File: config.mk
export PLATFORM = sky130hd
export DESIGN_NAME = ubt_channel
export DESIGN_NICKNAME = d
export VERILOG_FILES = /design/src/rtl/ubt_pkg.sv /design/src/rtl/ubt_edge_detect.sv /design/src/rtl/ubt_store_cell.sv /design/src/rtl/ubt_drive_gate.sv /design/src/rtl/ubt_direction.sv /design/src/rtl/ubt_channel.sv
export SDC_FILE = /design/constraint.sdc
export NUM_CORES = 1
export LEC_CHECK = 0
export BUFFER_PORTS_ARGS = -buffer_cell sky130_fd_sc_hd__buf_2
export CORE_MARGIN = 1.5
export CORE_UTILIZATION = 43
export CTS_CLUSTER_SIZE = 16
export DETAILED_ROUTE_END_ITERATION = 10
export PLACE_DENSITY = 0.75
export SLEW_MARGIN = 20
export SYNTH_ARGS = -nofsm -noshare
export SYNTH_HDL_FRONTEND = slang
export SYNTH_SLANG_ARGS = --single-unit
File: constraint.sdc
create_clock -name clk -period 1.1 [get_ports clk]
set_clock_uncertainty 0.1 [all_clocks]
set_input_delay 0.165 -clock clk [delete_from_list [all_inputs] [get_ports clk]]
set_output_delay 0.165 -clock clk [all_outputs]
set_load 0.05 [all_outputs]
File: src/rtl/ubt_pkg.sv
package ubt_pkg;

  localparam int unsigned UBT_WIDTH = 18;
  localparam int unsigned UBT_DIRS  = 2;

  // Rising edge of a sampled strobe: now high, previous sample low.
  function automatic logic strobe_rise(input logic now_lvl, input logic prev_lvl);
    return now_lvl & ~prev_lvl;
  endfunction

  // Storage update rule; the pass signal takes precedence over the strobe.
  function automatic logic [UBT_WIDTH-1:0] store_next(
    input logic                 pass,
    input logic                 cap,
    input logic [UBT_WIDTH-1:0] src,
    input logic [UBT_WIDTH-1:0] cur
  );
    if (pass)      return src;
    else if (cap)  return src;
    else           return cur;
  endfunction

  // What the destination sees: the live source when transparent, else storage.
  function automatic logic [UBT_WIDTH-1:0] view_sel(
    input logic                 pass,
    input logic [UBT_WIDTH-1:0] src,
    input logic [UBT_WIDTH-1:0] cur
  );
    return pass ? src : cur;
  endfunction

endpackage

File: src/rtl/ubt_edge_detect.sv
module ubt_edge_detect #(
  parameter logic PREV_RESET = 1'b1
) (
  input  logic clk,
  input  logic rst_n,
  input  logic strobe,
  input  logic gate_n,
  output logic cap
);
  logic prev_q;
  logic rise;

  always_ff @(posedge clk) begin
    if (!rst_n) prev_q <= PREV_RESET;
    else        prev_q <= strobe;
  end

  assign rise = ubt_pkg::strobe_rise(strobe, prev_q);
  assign cap  = rise & ~gate_n;
endmodule

File: src/rtl/ubt_store_cell.sv
module ubt_store_cell #(
  parameter int unsigned W = ubt_pkg::UBT_WIDTH
) (
  input  logic         clk,
  input  logic         rst_n,
  input  logic         pass,
  input  logic         cap,
  input  logic [W-1:0] src,
  output logic [W-1:0] view
);
  logic [W-1:0] st_q;

  always_ff @(posedge clk) begin
    if (!rst_n) st_q <= '0;
    else        st_q <= ubt_pkg::store_next(pass, cap, src, st_q);
  end

  assign view = ubt_pkg::view_sel(pass, src, st_q);
endmodule

File: src/rtl/ubt_drive_gate.sv
module ubt_drive_gate (
  input  logic rst_n,
  input  logic oe_n,
  output logic drive
);
  assign drive = rst_n & ~oe_n;
endmodule

File: src/rtl/ubt_direction.sv
module ubt_direction #(
  parameter int unsigned W = ubt_pkg::UBT_WIDTH
) (
  input  logic         clk,
  input  logic         rst_n,
  input  logic [W-1:0] src,
  input  logic         oe_n,
  input  logic         pass,
  input  logic         strobe,
  input  logic         gate_n,
  output logic [W-1:0] dst,
  output logic         drive,
  output logic         cap
);
  ubt_edge_detect #(.PREV_RESET(1'b1)) u_edge (
    .clk(clk), .rst_n(rst_n), .strobe(strobe), .gate_n(gate_n), .cap(cap)
  );

  ubt_store_cell #(.W(W)) u_cell (
    .clk(clk), .rst_n(rst_n), .pass(pass), .cap(cap), .src(src), .view(dst)
  );

  ubt_drive_gate u_drv (
    .rst_n(rst_n), .oe_n(oe_n), .drive(drive)
  );
endmodule

File: src/rtl/ubt_channel.sv
module ubt_channel #(
  parameter int unsigned W = ubt_pkg::UBT_WIDTH
) (
  input  logic         clk,
  input  logic         rst_n,
  input  logic [W-1:0] a_in,
  input  logic [W-1:0] b_in,
  input  logic         ab_oe_n,
  input  logic         ab_le,
  input  logic         ab_clk,
  input  logic         ab_ce_n,
  input  logic         ba_oe_n,
  input  logic         ba_le,
  input  logic         ba_clk,
  input  logic         ba_ce_n,
  output logic [W-1:0] b_out,
  output logic         b_drive,
  output logic [W-1:0] a_out,
  output logic         a_drive
);
  localparam int unsigned NDIR = ubt_pkg::UBT_DIRS;

  logic [NDIR-1:0][W-1:0] d_src, d_dst;
  logic [NDIR-1:0]        d_oe_n, d_pass, d_strobe, d_gate_n, d_drive, d_cap;

  // index 0: A toward B, index 1: B toward A
  assign d_src    = {b_in,    a_in};
  assign d_oe_n   = {ba_oe_n, ab_oe_n};
  assign d_pass   = {ba_le,   ab_le};
  assign d_strobe = {ba_clk,  ab_clk};
  assign d_gate_n = {ba_ce_n, ab_ce_n};

  for (genvar g = 0; g < NDIR; g++) begin : g_dir
    ubt_direction #(.W(W)) u_dir (
      .clk(clk), .rst_n(rst_n), .src(d_src[g]), .oe_n(d_oe_n[g]),
      .pass(d_pass[g]), .strobe(d_strobe[g]), .gate_n(d_gate_n[g]),
      .dst(d_dst[g]), .drive(d_drive[g]), .cap(d_cap[g])
    );
  end

  // named capture events for the checker
  logic ab_cap, ba_cap;
  assign ab_cap = d_cap[0];
  assign ba_cap = d_cap[1];

  assign b_out   = d_dst[0];
  assign b_drive = d_drive[0];
  assign a_out   = d_dst[1];
  assign a_drive = d_drive[1];
endmodule

# ---- Word-level counts from Yosys, hierarchy flattened
# Cells that the tools add are included.
dict set report totals {
  ff_bits 38
  in_bits 46
  out_inout_bits 38
  wordCells 24
}
dict set report classes {
  n_mux 6
  bitwise_logic 12
  reduce_logical 2
}
# operator n
set ops {}
lappend ops {{$mux W18} 6}
lappend ops {{$and A1 B1 Y1} 6}
lappend ops {{$not A1 Y1} 6}
lappend ops {{$reduce_bool A2 Y1} 2}

# ---- Depth between registers and ports, before layout
# Gate-level depths: netlist of the first run.
dict set report logic_depth {
  ltp_word 5
  mapped_depth 5
}

# ---- Cells and area by module
# A second synthesis of the first run with hierarchy kept.
dict set report unflattened {
  hier_cells 214
  hier_area_um2 2067.0
}
# mod n_inst cells_per_inst area_per_inst_um2 seq_area_each_um2
set by_module_without_submodules {}
lappend by_module_without_submodules {ubt_store_cell 2 103 980.9 360.3}
lappend by_module_without_submodules {ubt_edge_detect 2 3 38.8 20.0}
lappend by_module_without_submodules {ubt_drive_gate 2 1 13.8 0.0}

# ---- Worst setup path before layout of the first run
# No wires, ideal clock.
dict set report synth_path {
  path_type {input to output}
  startpoint {in rst_n}
  endpoint {out a_drive}
  arrival_time_ps 1247
  t_required_ps 835
  slack_ps -412
  path_stages 3
  path_buffers 2
  path_cell_list {buf_2 -> buf_2 -> nor2b_1}
}
dict set report synth_between {
  elab_chain_cells 1
}
# element line_no
set synth_lines {}
lappend synth_lines {{start, declared} ubt_channel.sv:5} ;# input logic rst_n,
lappend synth_lines {{$and A1 B1 Y1} ubt_drive_gate.sv:6} ;# assign drive = rst_n & ~oe_n;
lappend synth_lines {{end, declared} ubt_channel.sv:19} ;# output logic a_drive
# No other way between the ends.

# ---- Final worst setup path of the first run
dict set report layout_path {
  startpoint {reg g_dir[1].u_dir.u_cell.st_q[11]}
  endpoint {out a_out[11]}
}
dict set report layout_between {
  elab_chain_cells 1
}
# element line_no
set layout_lines {}
lappend layout_lines {{start, declared} ubt_store_cell.sv:11} ;# logic [W-1:0] st_q;
lappend layout_lines {{start signal, assigned} ubt_store_cell.sv:15} ;# else st_q <= ubt_pkg::store_next(pass, cap, src, st_q);
lappend layout_lines {{$mux W18} ubt_pkg.sv:29} ;# return pass ? src : cur;
lappend layout_lines {{end, declared} ubt_channel.sv:18} ;# output logic [W-1:0] a_out,
# No other way between the ends.

==> results of run 1 <==
flip-flops by register name, summed over array words and instances (netlist names):
name                       count
g_dir.u_dir.u_edge.prev_q      2
g_dir.u_dir.u_cell.st_q       36
kinds of logic (layout without fill, tap and decap cells):
group | count (synthesis) | after routing
mux | 72 | 72
flops | 38 | 38
buf+inv | 16 | 112
compound gates | 2 | 2
simple gates | 78 | 78
cell type report:
type,instances,area (µm²)
fillers,338,1330
multi-input cells,152,1190
repair buffers,106,978
well taps,52,65.1
clock buffers,6,82.6
flip-flops and latches,38,767
report_power, final:
part | total [mW] | switching [mW] | internal, mW
Sequential | 1.52 | 0.0469 | 1.47
Clock | 0.912 | 0.429 | 0.483
Combinational | 1.37 | 0.746 | 0.629
Total | 3.81 | 1.22 | 2.58
layout by cell type, fill, tap and decap left out:
cell            n
dfxtp_2         5
buf_8           2
buf_6          40
mux2_2         15
mux2i_1        36
dfxtp_1        33
mux2_4         21
buf_2          47
buf_12          4
buf_16          4
nor2_2          2
buf_4           7
nand2_1        72
dlygate4sd3_1   2
a21oi_4         1
nor2b_4         2
nand2b_1        2
clkbuf_8        6
a21oi_2         1
repair_timing:
| item | in CTS | in global routing |
|---|---|---|
| setup buffers | 4 | 2 |
| resized for setup | 84 | 12 |
| endpoints found under the setup margin | 54 | 72 |
| pin swaps | 4 | 0 |
| hold buffers | 2 | 0 |
| endpoints found under the hold margin | 2 | 0 |
| gates cloned | 5 | 1 |
worst max path at each step:
stage	start	end	slack [ps]
CTS	g_dir[1].u_dir.u_cell.st_q[14]	a_out[14]	-190
detailed placement	ab_le	b_out[2]	-160
floorplan	g_dir[0].u_dir.u_edge.prev_q	g_dir[0].u_dir.u_cell.st_q[0]	10
finish	g_dir[1].u_dir.u_cell.st_q[11]	a_out[11]	-190
global placement	ab_le	b_out[17]	-140
global route	g_dir[1].u_dir.u_cell.st_q[11]	a_out[11]	-230
critical path, cell delays in order, from the launching register on:
cell and delay, ps:
dfxtp_2 320, mux2_4 280, buf_8 150
metal layers:
metal,vias to the layer above,GRT usage
met1,799,0.246
li1,871,-
met3,2,0.0370
met4,0,0.0440
met5,-,0
met2,58,0.323
==> out/metrics.yaml, run 1 <==
placed_cells: 335
ir_drop_mv: 0.719
postSynthAreaPerCell_um2: 9.66
wirelength_met1_um: 2090
synth_compound_area_frac: 0.00880
cts_tree: "done"
clock_sinks: 38
status: "complete, but fails checks"
synthAdderAreaFrac: 0
syn_nets: 252
dr_wl_met3_um: 257
drc: 0
worst_ep_arrival_time_ps: 1030
place.gp.congestion: 0.675
synthMostInstantiatedCell: "nand2_1"
criticalPathCategory: "reg2out"
io_buffers: 83
core_area_um2: 4410
reg2reg_depth: 5
die_x_um: 71.0
fin_setup_tns_ps: -7520
place_hpwl_um: 2950
power.density_nw_per_um2: 1230
rows: 24
grt_pass1_vias: 1737
drt_iter0_markers: 68
ys_types: 14
synth_common_cells: "nand2_1, dfxtp_1, mux2_2, mux2i_1, buf_4"
critical_path_required_ps: 830
grt_max_degree: 31
setup_ws_ps: -193
die_y_um: 71.0
hold_end: "g_dir[1].u_dir.u_cell.st_q[12]"
grtUsageTotal: 0.188
synth_edf_count: 0
syn_inst: 206
synthMuxAreaShare: 0.385
async_flop_share: 0
cts_max_path_buffers: 2
cts.reportedPaths.clkPinSlew_ps: 70
wl_per_cell_um: 13.1
synth_seq_cells: 38
fin_crit_ps: 1290
dieArea_um2: 5050
stdcell_count: 354
ctsHtreeMaxLevel: 2
synth_ff_type: "dfxtp_1"
routed.top_layer: "met4"
via_per_inst: 4.89
dr.pass1.iters: 4
synthSimpleGateAreaFrac: 0.152
pre_cts_slack_ps: -155
relSlewSlack: 0.817
grt-ovfl-total: 0
fin_area_um2: 3090
rsz0062_at_grt: "yes"
maxCapViolCount: 0
synth_warnings: 0
path_max_fanout: 2
worst_hold_path_type: "in2reg"
hold_depth: 3
route.met2.wl_um: 2280
fmax_mhz: 774
grt_first_pass_wirelength_um: 7690
yosysTopAreaCell: "dfxtp_1"
fin_nets: 349
reg2reg_slack_ps: -90
period_share: 1.18
cts-root-buf: "clkbuf_8"
antenna_found_initial: 0
clock_latency_ps: 270
synth.area.top_cells: "dfxtp_1, mux2_2, mux2i_1"
synthXorXnorAreaFrac: 0
syn_to_final_growth_pct: 55.0
drive_gt1_frac: 0.520
vias: 1730
synth_top_family_by_area: "multiplexers"
final_core_util: 0.699
max_slew.worst_pin.slew_ps: 275
io_pins: 84
hp-start: "b_in[12]"
leakage_nw: 1.52
finalSetupViolCount: 63
hold_viol_final: 0
syn_area_um2: 1990
worst_setup_path_start_kind: "flop"
initial_core_util: 0.451
routed_wl_um: 4650
whs_ps: 39.8
ant_nets: 0
cts_made_buffers: 5
power_mw: 3.81
synth_top_area_frac: 0.382
yosysSeqAreaShare: 0.382
antenna-diode-count: 0
place_area_um2: 2540
violations: "setup timing"
endpoint_kind: "output port"
drv_slew: 0
r2r_start: "g_dir[1].u_dir.u_edge.prev_q"
worstReg2RegEnd: "g_dir[1].u_dir.u_cell.st_q[3]"
No activity file was read; power rests on OpenSTA's default activity.
==> inputs of run 2 (changes only) <==
- SKIP_LAST_GASP: unset -> 1
==> out/metrics.yaml, run 2 (synthesized netlist as in run 1, its figures left out) <==
grt-ovfl-total: 0
period_share: 1.17
vias: 1725
ant_nets: 0
max_stage_delay_ps: 320
io_buffers: 83
regMostFlops: "g_dir.u_dir.u_cell.st_q"
pre_cts_slack_ps: -155
initial_core_util: 0.451
hp-start: "a_in[0]"
largest_register_ffs: 36
layout_common_cells: "nand2_1, buf_2, buf_6"
sw_frac_of_total: 0.320
setup_ws_ps: -191
final_common_cell: "nand2_1"
relSlewSlack: 0.817
maxCapViolCount: 0
grt_max_degree: 31
r2r_start: "g_dir[1].u_dir.u_edge.prev_q"
violations: "setup timing"
fin_nets: 350
cts.reportedPaths.clkPinSlew_ps: 70
clock_latency_ps: 270
power.density_nw_per_um2: 1230
fill_cells: 339
sequentialPowerShare: 0.399
endpoint_kind: "output port"
cts-root-buf: "clkbuf_8"
leakage_nw: 1.52
rsz0062_at_grt: "yes"
dr.pass1.iters: 5
hold_viol_final: 0
routed_wl_um: 4640
syn_to_final_growth_pct: 55.4
via_per_inst: 4.86
rows: 24
grt_first_pass_wirelength_um: 7670
final_core_util: 0.701
cts_max_path_buffers: 2
grtUsageTotal: 0.188
ctsHtreeMaxLevel: 2
max_slew.worst_pin.slew_ps: 275
drive_gt1_frac: 0.521
ir_drop_mv: 0.727
antenna_found_initial: 0
crit_chain: "mux2_4 > buf_8"
path_max_fanout: 2
worst_hold_path_type: "in2reg"
io_pins: 84
p_sw_mw: 1.22
reg_top3: "g_dir.u_dir.u_cell.st_q (36), g_dir.u_dir.u_edge.prev_q (2)"
fmax_mhz: 775
place_hpwl_um: 2950
dieArea_um2: 5050
worst_setup_path_start_kind: "flop"
worst_ep_arrival_time_ps: 1030
fin_setup_tns_ps: -8060
status: "complete, but fails checks"
setup.worst_path.start: "g_dir[1].u_dir.u_cell.st_q[11]"
clock_sinks: 38
finalSetupViolCount: 67
core_area_um2: 4410
die_y_um: 71.0
power.internal_mw: 2.59
worst_path_max_delay_cell: "dfxtp_2"
grt_pass1_vias: 1736
critical_path_required_ps: 830
drt_iter0_markers: 79
fin_area_um2: 3090
wl_per_cell_um: 13.1
antenna-diode-count: 0
criticalPathCategory: "reg2out"
cts_made_buffers: 5
drc: 0
cts_tree: "done"
drv_slew: 0
pwr-share-clk: 0.239
combPwrFrac: 0.362
place_area_um2: 2540
fin_crit_ps: 1290
die_x_um: 71.0
place.gp.congestion: 0.675
run 2: worst max-delay path, delay by kind of cell, from the launching register on:
family,cells,cell delay (ps)
multiplexers,1,280
buffers and inverters,1,150
flip-flops,1,320
run 2: worst paths after layout:
| check | depth (start not counted) | slack, ps | endpoint |
|---|---|---|---|
| setup / recovery | 2 | -190 | a_out[11] |
| hold / removal | 3 | 40 | g_dir[0].u_dir.u_cell.st_q[0] |
| setup reg to reg | 6 | -120 | g_dir[1].u_dir.u_cell.st_q[7] |
| hold reg to reg | 2 | 360 | g_dir[1].u_dir.u_cell.st_q[15] |
run 2: repair_timing:
item                                   4_1_cts  5_1_grt
setup endpoints to repair                   54       72
pin swaps                                    4        2
gates cloned                                 5        1
hold buffers                                 2        0
resized for setup                           81       13
endpoints found under the hold margin        2        0
setup buffers                                4        4
run 2: power groups by stage:
| stage | logic (mW) | registers [mW] | clock network (mW) |
|---|---|---|---|
| after floorplan | 0.872 | 1.53 | 0 |
| after global routing | 1.45 | 1.53 | 0.995 |
| final | 1.38 | 1.52 | 0.908 |
| after global placement | 1.08 | 1.54 | 0 |
| after CTS | 1.38 | 1.52 | 0.942 |
| after detailed placement | 1.09 | 1.54 | 0 |
run 2: cell type report:
type	instances	area (µm²)	area share
multi-input combinational	152	1190	0.385
timing repair buffer	107	987	0.319
sequential	38	767	0.248
clock buffer	6	82.6	0.0267
tap	52	65.1	0.0210
run 2: metal layers:
| metal | GRT usage | routed length, µm |
|---|---|---|
| met5 | 0 | 0 |
| met3 | 0.0370 | 264 |
| met1 | 0.245 | 2080 |
| met2 | 0.323 | 2280 |
| met4 | 0.0440 | 14 |
run 2: stage by stage:
stage               cells  hold WS (ps)  power (mW)
global route          355          27.6        3.98
finish                355          38.3        3.81
floorplan             206           166        2.40
global placement      335           276        2.62
detailed placement    335           285        2.64
CTS                   352          28.0        3.83
==> inputs of run 3 (changes only) <==
- PLACE_DENSITY: 0.75 -> unset
- PLACE_DENSITY_LB_ADDON: unset -> 0.15
==> out/metrics.yaml, run 3 (synthesized netlist as in run 1, its figures left out) <==
finalSetupViolCount: 47
drt_iter0_markers: 80
largest_register_ffs: 36
clock_latency_ps: 280
fin_area_um2: 3010
rsz0062_at_grt: "yes"
io_pins: 84
fill_cells: 342
max_slew.worst_pin.slew_ps: 248
path_max_fanout: 2
power.density_nw_per_um2: 1270
die_y_um: 71.0
max_stage_delay_ps: 330
violations: "setup timing"
fin_nets: 342
cts_max_path_buffers: 2
cts-root-buf: "clkbuf_8"
grt-ovfl-total: 0
rows: 24
whs_ps: 18.0
io_buffers: 83
cts_tree: "done"
ir_drop_mv: 0.807
reg_top3: "g_dir.u_dir.u_cell.st_q (36), g_dir.u_dir.u_edge.prev_q (2)"
hp-start: "b_in[16]"
period_share: 1.19
worst_path_max_delay_cell: "dfxtp_2"
cp_top_family: "flip-flops"
dr.pass1.iters: 4
place.gp.congestion: 0.703
endpoint_kind: "output port"
cts.reportedPaths.clkPinSlew_ps: 70
antenna-diode-count: 0
criticalPathCategory: "reg2out"
dieArea_um2: 5050
die_x_um: 71.0
crit_buf_inv: 1
grt_pass1_vias: 1657
r2r_start: "g_dir[0].u_dir.u_edge.prev_q"
critical_path_required_ps: 830
core_area_um2: 4410
crit_chain: "mux2_4 > buf_8"
initial_core_util: 0.451
regMostFlops: "g_dir.u_dir.u_cell.st_q"
vias: 1697
ctsHtreeMaxLevel: 2
layout_common_cells: "nand2_1, buf_2, buf_6"
ant_nets: 0
syn_to_final_growth_pct: 51.4
worst_setup_path_start_kind: "flop"
clock_sinks: 38
fin_crit_ps: 1310
drv_slew: 0
grt_first_pass_wirelength_um: 7270
final_common_cell: "nand2_1"
antenna_found_initial: 0
leakage_nw: 1.48
hold_viol_final: 0
routed_wl_um: 4530
setup.worst_path.start: "g_dir[0].u_dir.u_cell.st_q[17]"
worst_hold_path_type: "in2reg"
place_hpwl_um: 2850
grtUsageTotal: 0.179
place_area_um2: 2570
grt_max_degree: 56
fmax_mhz: 763
status: "complete, but fails checks"
drc: 0
relSlewSlack: 0.836
drive_gt1_frac: 0.519
wl_per_cell_um: 13.0
setup_ws_ps: -210
worst_ep_arrival_time_ps: 1050
via_per_inst: 4.86
maxCapViolCount: 0
power_mw: 3.83
cts_made_buffers: 5
## run 3: changes by cell type in the layout (fill, tap and decap cells not counted), sizes merged
cell,before,now
buf,105,95
clkbuf,6,9
clkinv,0,1
## run 3: per-layer routing
metal	GRT usage	wire length (µm)	vias up
li1	-	-	865
met1	0.204	1940	773
met2	0.331	2350	54
met3	0.0385	206	5
met4	0.0566	38	0
met5	0	0	-
## run 3: timing repair
| item | in CTS | in global routing |
|---|---|---|
| buffers inserted | 0 | 1 |
| resized for setup | 73 | 16 |
| hold endpoints to repair | 2 | 0 |
| hold buffers | 2 | 0 |
| endpoints found under the setup margin | 68 | 72 |
| pin swaps | 0 | 3 |
| cloned | 0 | 2 |
## run 3: final cells by class
cell class,instances,area [µm²],area share
Tap cell,52,65.1,0.0216
Clock buffer,7,86.3,0.0286
Clock inverter,1,5.00,0.00166
Multi-Input combinational cell,152,1190,0.396
Sequential cell,38,771,0.256
Timing Repair Buffer,99,895,0.297
## run 3: worst min-delay path: stages
cell     delay (ps)
buf_2           100
nand2_1          50
mux2i_1          50
## run 3: worst paths after layout
path	end	slack, ps	cells past startpoint
worst min register to register	g_dir[1].u_dir.u_cell.st_q[13]	360	2
worst max register to register	g_dir[0].u_dir.u_cell.st_q[17]	-60	4
worst max-delay path	b_out[17]	-210	2
worst min-delay path	g_dir[1].u_dir.u_cell.st_q[16]	20	3
## run 3: per-stage QoR
step	std cells	setup WS, ps	setup TNS [ps]	util
after floorplan	206	9.74	0	-
after global placement	336	-167	-7780	0.583
after detailed placement	336	-162	-8170	0.583
after CTS	346	-206	-7800	0.660
after global routing	349	-243	-9960	0.683
final	349	-210	-6880	0.683
## run 3: power by group
part | internal [mW] | switching, mW
logic | 0.594 | 0.733
clock network | 0.506 | 0.478
registers | 1.47 | 0.0465
total | 2.57 | 1.26
